`src/rtl/bcd_arith_pkg.sv`:
```
package bcd_arith_pkg;
  parameter int NDIG = 31;
  localparam int MAGW  = NDIG * 4;
  localparam int WORDW = MAGW + 4;

  localparam logic [3:0] SGN_POS_STD = 4'hC;
  localparam logic [3:0] SGN_POS_ALT = 4'hF;
  localparam logic [3:0] SGN_NEG     = 4'hD;

  localparam logic [3:0] CF_LT = 4'b1000;
  localparam logic [3:0] CF_GT = 4'b0100;
  localparam logic [3:0] CF_EQ = 4'b0010;
  localparam logic [3:0] CF_SO = 4'b0001;

  // Digit-serial decimal sum; top bit is the carry out of the last digit.
  function automatic logic [MAGW:0] dec_add(input logic [MAGW-1:0] x, input logic [MAGW-1:0] y);
    logic       cy;
    logic [4:0] s;
    logic [MAGW-1:0] r;
    cy = 1'b0;
    r  = '0;
    for (int i = 0; i < NDIG; i++) begin
      s = {1'b0, x[i*4 +: 4]} + {1'b0, y[i*4 +: 4]} + {4'd0, cy};
      if (s > 5'd9) begin
        s  = s - 5'd10;
        cy = 1'b1;
      end else begin
        cy = 1'b0;
      end
      r[i*4 +: 4] = s[3:0];
    end
    return {cy, r};
  endfunction

  // Decimal difference x - y, caller guarantees x >= y.
  function automatic logic [MAGW-1:0] dec_sub(input logic [MAGW-1:0] x, input logic [MAGW-1:0] y);
    logic       bw;
    logic [4:0] s;
    logic [MAGW-1:0] r;
    bw = 1'b0;
    r  = '0;
    for (int i = 0; i < NDIG; i++) begin
      s = {1'b0, x[i*4 +: 4]} - {1'b0, y[i*4 +: 4]} - {4'd0, bw};
      if (s[4]) begin
        s  = s + 5'd10;
        bw = 1'b1;
      end else begin
        bw = 1'b0;
      end
      r[i*4 +: 4] = s[3:0];
    end
    return r;
  endfunction
endpackage

```
`src/rtl/bcd_sign_decode.sv`:
```
module bcd_sign_decode (
  input  logic [3:0] code,
  output logic       ok,
  output logic       neg
);
  always_comb begin
    ok  = 1'b1;
    neg = 1'b0;
    case (code)
      4'hA, 4'hC, 4'hE, 4'hF: neg = 1'b0;
      4'hB, 4'hD:             neg = 1'b1;
      default:                ok  = 1'b0;
    endcase
  end
endmodule

```
`src/rtl/bcd_digit_check.sv`:
```
module bcd_digit_check #(
  parameter int NDIG = 31,
  localparam int MAGW = NDIG * 4
) (
  input  logic [MAGW-1:0] mag,
  output logic            ok
);
  logic [NDIG-1:0] dig_ok;
  for (genvar g = 0; g < NDIG; g++) begin : g_dig
    assign dig_ok[g] = (mag[g*4 +: 4] <= 4'd9);
  end
  assign ok = &dig_ok;
endmodule

```
`src/rtl/bcd_mag_core.sv`:
```
module bcd_mag_core
  import bcd_arith_pkg::*;
(
  input  logic [MAGW-1:0]  mag_a,
  input  logic [MAGW-1:0]  mag_b,
  input  logic             neg_a,
  input  logic             neg_b,
  input  logic             pref,
  output logic [WORDW-1:0] res,
  output logic [3:0]       flags,
  output logic             ovf,
  output logic             zero
);
  logic            same_sgn, a_ge, neg_r;
  logic [MAGW:0]   sum_w;
  logic [MAGW-1:0] diff_w, mag_r;
  logic [3:0]      pos_code;

  assign same_sgn = (neg_a == neg_b);
  assign sum_w    = dec_add(mag_a, mag_b);
  assign a_ge     = (mag_a >= mag_b);
  assign diff_w   = a_ge ? dec_sub(mag_a, mag_b) : dec_sub(mag_b, mag_a);
  assign pos_code = pref ? SGN_POS_ALT : SGN_POS_STD;

  always_comb begin
    if (same_sgn) begin
      mag_r = sum_w[MAGW-1:0];
      ovf   = sum_w[MAGW];
      zero  = !sum_w[MAGW] && (sum_w[MAGW-1:0] == '0);
      neg_r = neg_a;
    end else begin
      mag_r = diff_w;
      ovf   = 1'b0;
      zero  = (mag_a == mag_b);
      neg_r = a_ge ? neg_a : neg_b;
    end
    if (zero) begin
      res   = {{MAGW{1'b0}}, pos_code};
      flags = CF_EQ;
    end else begin
      res   = {mag_r, (neg_r ? SGN_NEG : pos_code)};
      flags = (neg_r ? CF_LT : CF_GT) | (ovf ? CF_SO : 4'b0000);
    end
  end
endmodule

```
`src/rtl/bcd_arith_unit.sv`:
```
module bcd_arith_unit
  import bcd_arith_pkg::*;
(
  input  logic               clk,
  input  logic               rst_n,
  input  logic               start,
  input  logic               op_sub,
  input  logic [WORDW-1:0]   opa,
  input  logic [WORDW-1:0]   opb,
  input  logic               pref_sign,
  output logic               done,
  output logic [WORDW-1:0]   result,
  output logic [3:0]         cond
);
  logic sa_ok, sa_neg, sb_ok, sb_neg, da_ok, db_ok;
  logic invalid_w, ovf_w, zero_w;
  logic [WORDW-1:0] core_res;
  logic [3:0]       core_flags;

  bcd_sign_decode u_sa (.code(opa[3:0]), .ok(sa_ok), .neg(sa_neg));
  bcd_sign_decode u_sb (.code(opb[3:0]), .ok(sb_ok), .neg(sb_neg));
  bcd_digit_check #(.NDIG(NDIG)) u_da (.mag(opa[WORDW-1:4]), .ok(da_ok));
  bcd_digit_check #(.NDIG(NDIG)) u_db (.mag(opb[WORDW-1:4]), .ok(db_ok));

  assign invalid_w = !(sa_ok && sb_ok && da_ok && db_ok);

  bcd_mag_core u_core (
    .mag_a(opa[WORDW-1:4]), .mag_b(opb[WORDW-1:4]),
    .neg_a(sa_neg), .neg_b(sb_neg ^ op_sub), .pref(pref_sign),
    .res(core_res), .flags(core_flags), .ovf(ovf_w), .zero(zero_w)
  );

  always_ff @(posedge clk) begin
    if (!rst_n) begin
      done   <= 1'b0;
      result <= '0;
      cond   <= 4'b0000;
    end else begin
      done <= start;
      if (start) begin
        result <= invalid_w ? '0 : core_res;
        cond   <= invalid_w ? CF_SO : core_flags;
      end
    end
  end
endmodule

```
`config.mk`:
```
export PLATFORM = sky130hd
export DESIGN_NAME = bcd_arith_unit
export DESIGN_NICKNAME = d
export VERILOG_FILES = /design/src/rtl/bcd_arith_pkg.sv /design/src/rtl/bcd_sign_decode.sv /design/src/rtl/bcd_digit_check.sv /design/src/rtl/bcd_mag_core.sv /design/src/rtl/bcd_arith_unit.sv
export SDC_FILE = /design/constraint.sdc
export NUM_CORES = 2
export LEC_CHECK = 0
export BUFFER_PORTS_ARGS = -buffer_cell sky130_fd_sc_hd__buf_4
export CAP_MARGIN = 20
export CORE_MARGIN = 2
export CORE_UTILIZATION = 66
export CTS_CLUSTER_DIAMETER = 80
export DETAILED_ROUTE_END_ITERATION = 6
export PLACE_DENSITY_LB_ADDON = 0.08
export SETUP_SLACK_MARGIN = 0.02
export SLEW_MARGIN = 0
export SYNTH_ARGS = -nofsm -noshare
export SYNTH_HDL_FRONTEND = slang
export SYNTH_SLANG_ARGS = --single-unit
export TNS_END_PERCENT = 1
```
`constraint.sdc`:
```
create_clock -name clk -period 96 [get_ports clk]
set_input_delay 19.2 -clock clk [delete_from_list [all_inputs] [get_ports clk]]
set_output_delay 19.2 -clock clk [all_outputs]
set_load 0.005 [all_outputs]
```
==> metrics.md <==
| Metric | Value |
|---|---|
| CTS tree | yes |
| Post-synthesis cell count | between 4,000 and 5,000 |
| Tcrit/Tclk final | between 70 and 80% |
| Reg-to-reg startpoint | result[0] |
| Iter 0 DRT Violations | 2,894 |
| Setup CP Type | input pin to register |
| Total wire length | 116 mm |
| RR Endpoint | result[0] |
| Total negative slack | 0 ns |
| Most frequent cell on the critical path | fa_1 |
| Crit-path slowest cell | fa_1 |
| Drt pass-1 iters | 6 |
| Main synth FF type | dfxtp_1 |
| Clock slew seen by the registers of the worst setup and hold paths | 0.07 ns |
| Achievable frequency | approximately 14 MHz |
| Internal reg-to-reg setup slack | 95.18 ns |
| Fin. Hold Viols | 0 |
| Port bufs | around 390 |
| Worst endpoint required time | 96.40 ns |
| Crit. End Element | register |
| Number of CTS-inserted buffers | 17 |
| Top cell type by total area after synthesis | ha_1 |
| EDFF count, synth | 0 |
| Sink Count | 132 |
| Max Used Layer | met5 |
| Via density | 6.18 |
| Routed wl met2 | approximately 50 mm |
| Worst slew pin tran | 1.13 ns |
| Metal-1 WL | 46.4 mm |
| Slew margin rel. | 24.2% |
| Core ar. | 0.0524 sq mm |
| Die Ht | 234 um |
| # Post-CTS Setup Buffers | 0 |
| Routed len/inst | 21.3 um |
| Largest cells by area after synthesis | ha_1, fa_1, dfxtp_1, inv_1, xnor2_1 |
| Final core utilization | 74.0% |
| Pleak | 18.7 nW |
| Min Hold Slack | 0.445 ns |
| Fillers | roughly 4,200 |
| Largest net degree at the start of global routing | 99 |
| CP Buf/Inv Count | 42 |
| Max-cap violations | 0 |
| YS warnings | 0 |
| Synthesized cell area | 0.0349 sq mm |
| Crit start category | input pin |
| Leading cell type in the layout, fill and taps excluded | ha_1 |
| Area Growth Syn to Fin | 11.3% |
| Cell row count | 84 |
| PostCTS Resize Cnt | 0 |
| Total Routing Usage GR | 41.9% |
| Inst Count DP | approximately 5,400 |
| Nets | 5,849 |
| Cells on worst reg2reg path | 3 |
| Post-route antenna net violation count | 0 |
| Die X | 234 um |
| DRC viols | 0 |
| GP Congestion | 1.02 |
| HPWL after DPL | 94.2 mm |
| First-pass GRT wire length | 176 mm |
| Synth cell types | 83 |
| Crit path DAT | between 70 and 80 ns |
| Worst-case clock buffer depth | 2 |
| Crit path max-delay family | adder cells |
| Slew Limit Fails | 0 |
| Hold path depth | 2 |
| Synth Register Bits | roughly 130 |
| Boundary Pins | 394 |
| P per Cell Area | 13.5 mW/mm^2 |
| Number of global-route vias before repair | 31,100 |
| Root buf cell | clkbuf_16 |
| Status | completed |
| Post-route insts no fill | 5,438 |
| Hold crit path type | register to register |
| Post-synth ARST share | 0% |
| Post-route clock skew | 0 ns |
| DR WL met3 | 12.5 mm |
| Seq/Total Area, Yosys | 7.58% |
| Slowest stage delay, CP | approximately 0.6 ns |
| Syn_nets | around 5,600 |
| Layout cells sized above 1 | 10.6% |
| IR drop worst, VDD | 0.0000165 V |
| End of the worst hold path | result[21] |
| Die area | 0.0547 sq mm |
| Syn Area/Cell | between 7 and 8 sq um |
| Crit-path max FO | 22 |
| Min Clock Period, post-route | 70.96 ns |
| Initial Util | 66.5% |
| Htree depth | 4 |
| Global route overflow | 0 |
| Finish-stage setup viols | 0 |
| Min-delay src | result[21] |
| Top-area cell type share of the netlist area | 24.2% |
| CTS Hold Bufs | 0 |
| Routed vias | 33,600 |
| Initial antenna violation count | 14 |
| RSZ-0062 raised after global routing | no |
| Most frequent cells in the layout | ha_1, inv_1, buf_4, a21oi_1, nor2_1 |
| Latest clock arrival within the worst-skew pair | 0.53 ns |
==> metrics by stage <==
| step | setup slack (ns) | instance area [sq um] | power (mW) |
|---|---|---|---|
| global placement | 26.69 | 38100 | 0.430 |
| detailed placement | 25.50 | 38100 | 0.436 |
| floorplan | 32.91 | 34900 | 0.329 |
| CTS | 25.91 | 38800 | 0.515 |
| finish | 25.04 | 38800 | 0.524 |
| global route | 21.76 | 38800 | 0.565 |
==> flip-flops by register name (all words and copies together), names as in the netlist <==
signal  count
done        1
result    127
cond        4
==> cells in the mapped netlist, types with 13 or more instances <==
| cell type | n |
|---|---|
| ha_1 | 674 |
| inv_1 | 660 |
| a21oi_1 | 257 |
| nor2_1 | 257 |
| o21ai_0 | 241 |
| xnor2_1 | 221 |
| nand2_1 | 218 |
| xor2_1 | 210 |
| fa_1 | 183 |
| dfxtp_1 | 132 |
| nand3_1 | 132 |
| nand2b_1 | 125 |
| o21ai_1 | 89 |
| clkbuf_1 | 87 |
| nand3b_1 | 73 |
| mux2i_1 | 68 |
| nand4_1 | 65 |
| o221ai_1 | 62 |
| nor3_1 | 59 |
| a211oi_1 | 57 |
| buf_2 | 43 |
| o21bai_1 | 37 |
| nor2b_1 | 34 |
| nor4_1 | 33 |
| a21boi_1 | 30 |
| a31oi_1 | 25 |
| or3_1 | 25 |
| o211ai_1 | 19 |
| o31ai_1 | 19 |
| a21o_1 | 18 |
| or2_2 | 18 |
| buf_4 | 17 |
| a311oi_1 | 16 |
| a211o_1 | 14 |
| o21a_1 | 14 |
| o311a_1 | 14 |
| o311ai_0 | 14 |
| a2111oi_0 | 13 |
| mux2_2 | 13 |
==> how the worst max path moves through the flow <==
stage             endpoint  slack (ns)  cells past startpoint    from
2_1_floorplan  result[103]       32.91                    217  opa[4]
3_3_place_gp    result[71]       26.69                    215  opa[6]
3_5_place_dp    result[83]       25.50                    214  opa[6]
4_1_cts         result[95]       25.91                    214  opa[6]
5_1_grt         result[83]       21.76                    216  opa[6]
6_report        result[95]       25.04                    214  opa[6]
==> area by class of cell <==
cell class	count	area, sq um	share of cell area [%]
Multi-Input combinational cell	3506	29100	74.8
Timing Repair Buffer	412	3130	8.07
Sequential cell	132	2640	6.81
Inverter	662	2480	6.40
Tap cell	688	861	2.22
Clock buffer	19	453	1.17
Clock inverter	13	180	0.464
Antenna cell	6	15.0	0.0387
==> power by group <==
| part | switching, mW | leakage, nW | total, mW | internal [mW] |
|---|---|---|---|---|
| clock | 0.0332 | 0.305 | 0.0777 | 0.0446 |
| combinational | 0.236 | 17.3 | 0.391 | 0.155 |
| sequential | 0.0000410 | 1.06 | 0.0548 | 0.0548 |
==> tightest hold or removal path, cell delays in order, from the launching register on <==
cell,delay [ns]
dfxtp_1,0.31
nand2_1,0.05
o21ai_1,0.05
==> cells by family (layout without fill, tap and decap cells) <==
group | Yosys count | in the layout | synth area share [%]
AOI/OAI and AO/OA | 1048 | 1048 | 19.2
adders and majority gates | 858 | 858 | 34.7
DFF | 132 | 132 | 7.58
muxes | 81 | 81 | 2.37
xor gates and xnor gates | 433 | 433 | 10.9
buffers and inverters | 825 | 1106 | 9.33
and+or+nand+nor | 1086 | 1086 | 15.9
other | 0 | 6 | 0
==> routing by layer <==
| metal | up-vias | track usage, % |
|---|---|---|
| met5 | - | 0 |
| met4 | 14 | 23.8 |
| met3 | 373 | 12.1 |
| met2 | 1565 | 63.6 |
| met1 | 15800 | 53.3 |
| li1 | 15800 | - |
No activity file was read; power rests on OpenSTA's default activity.
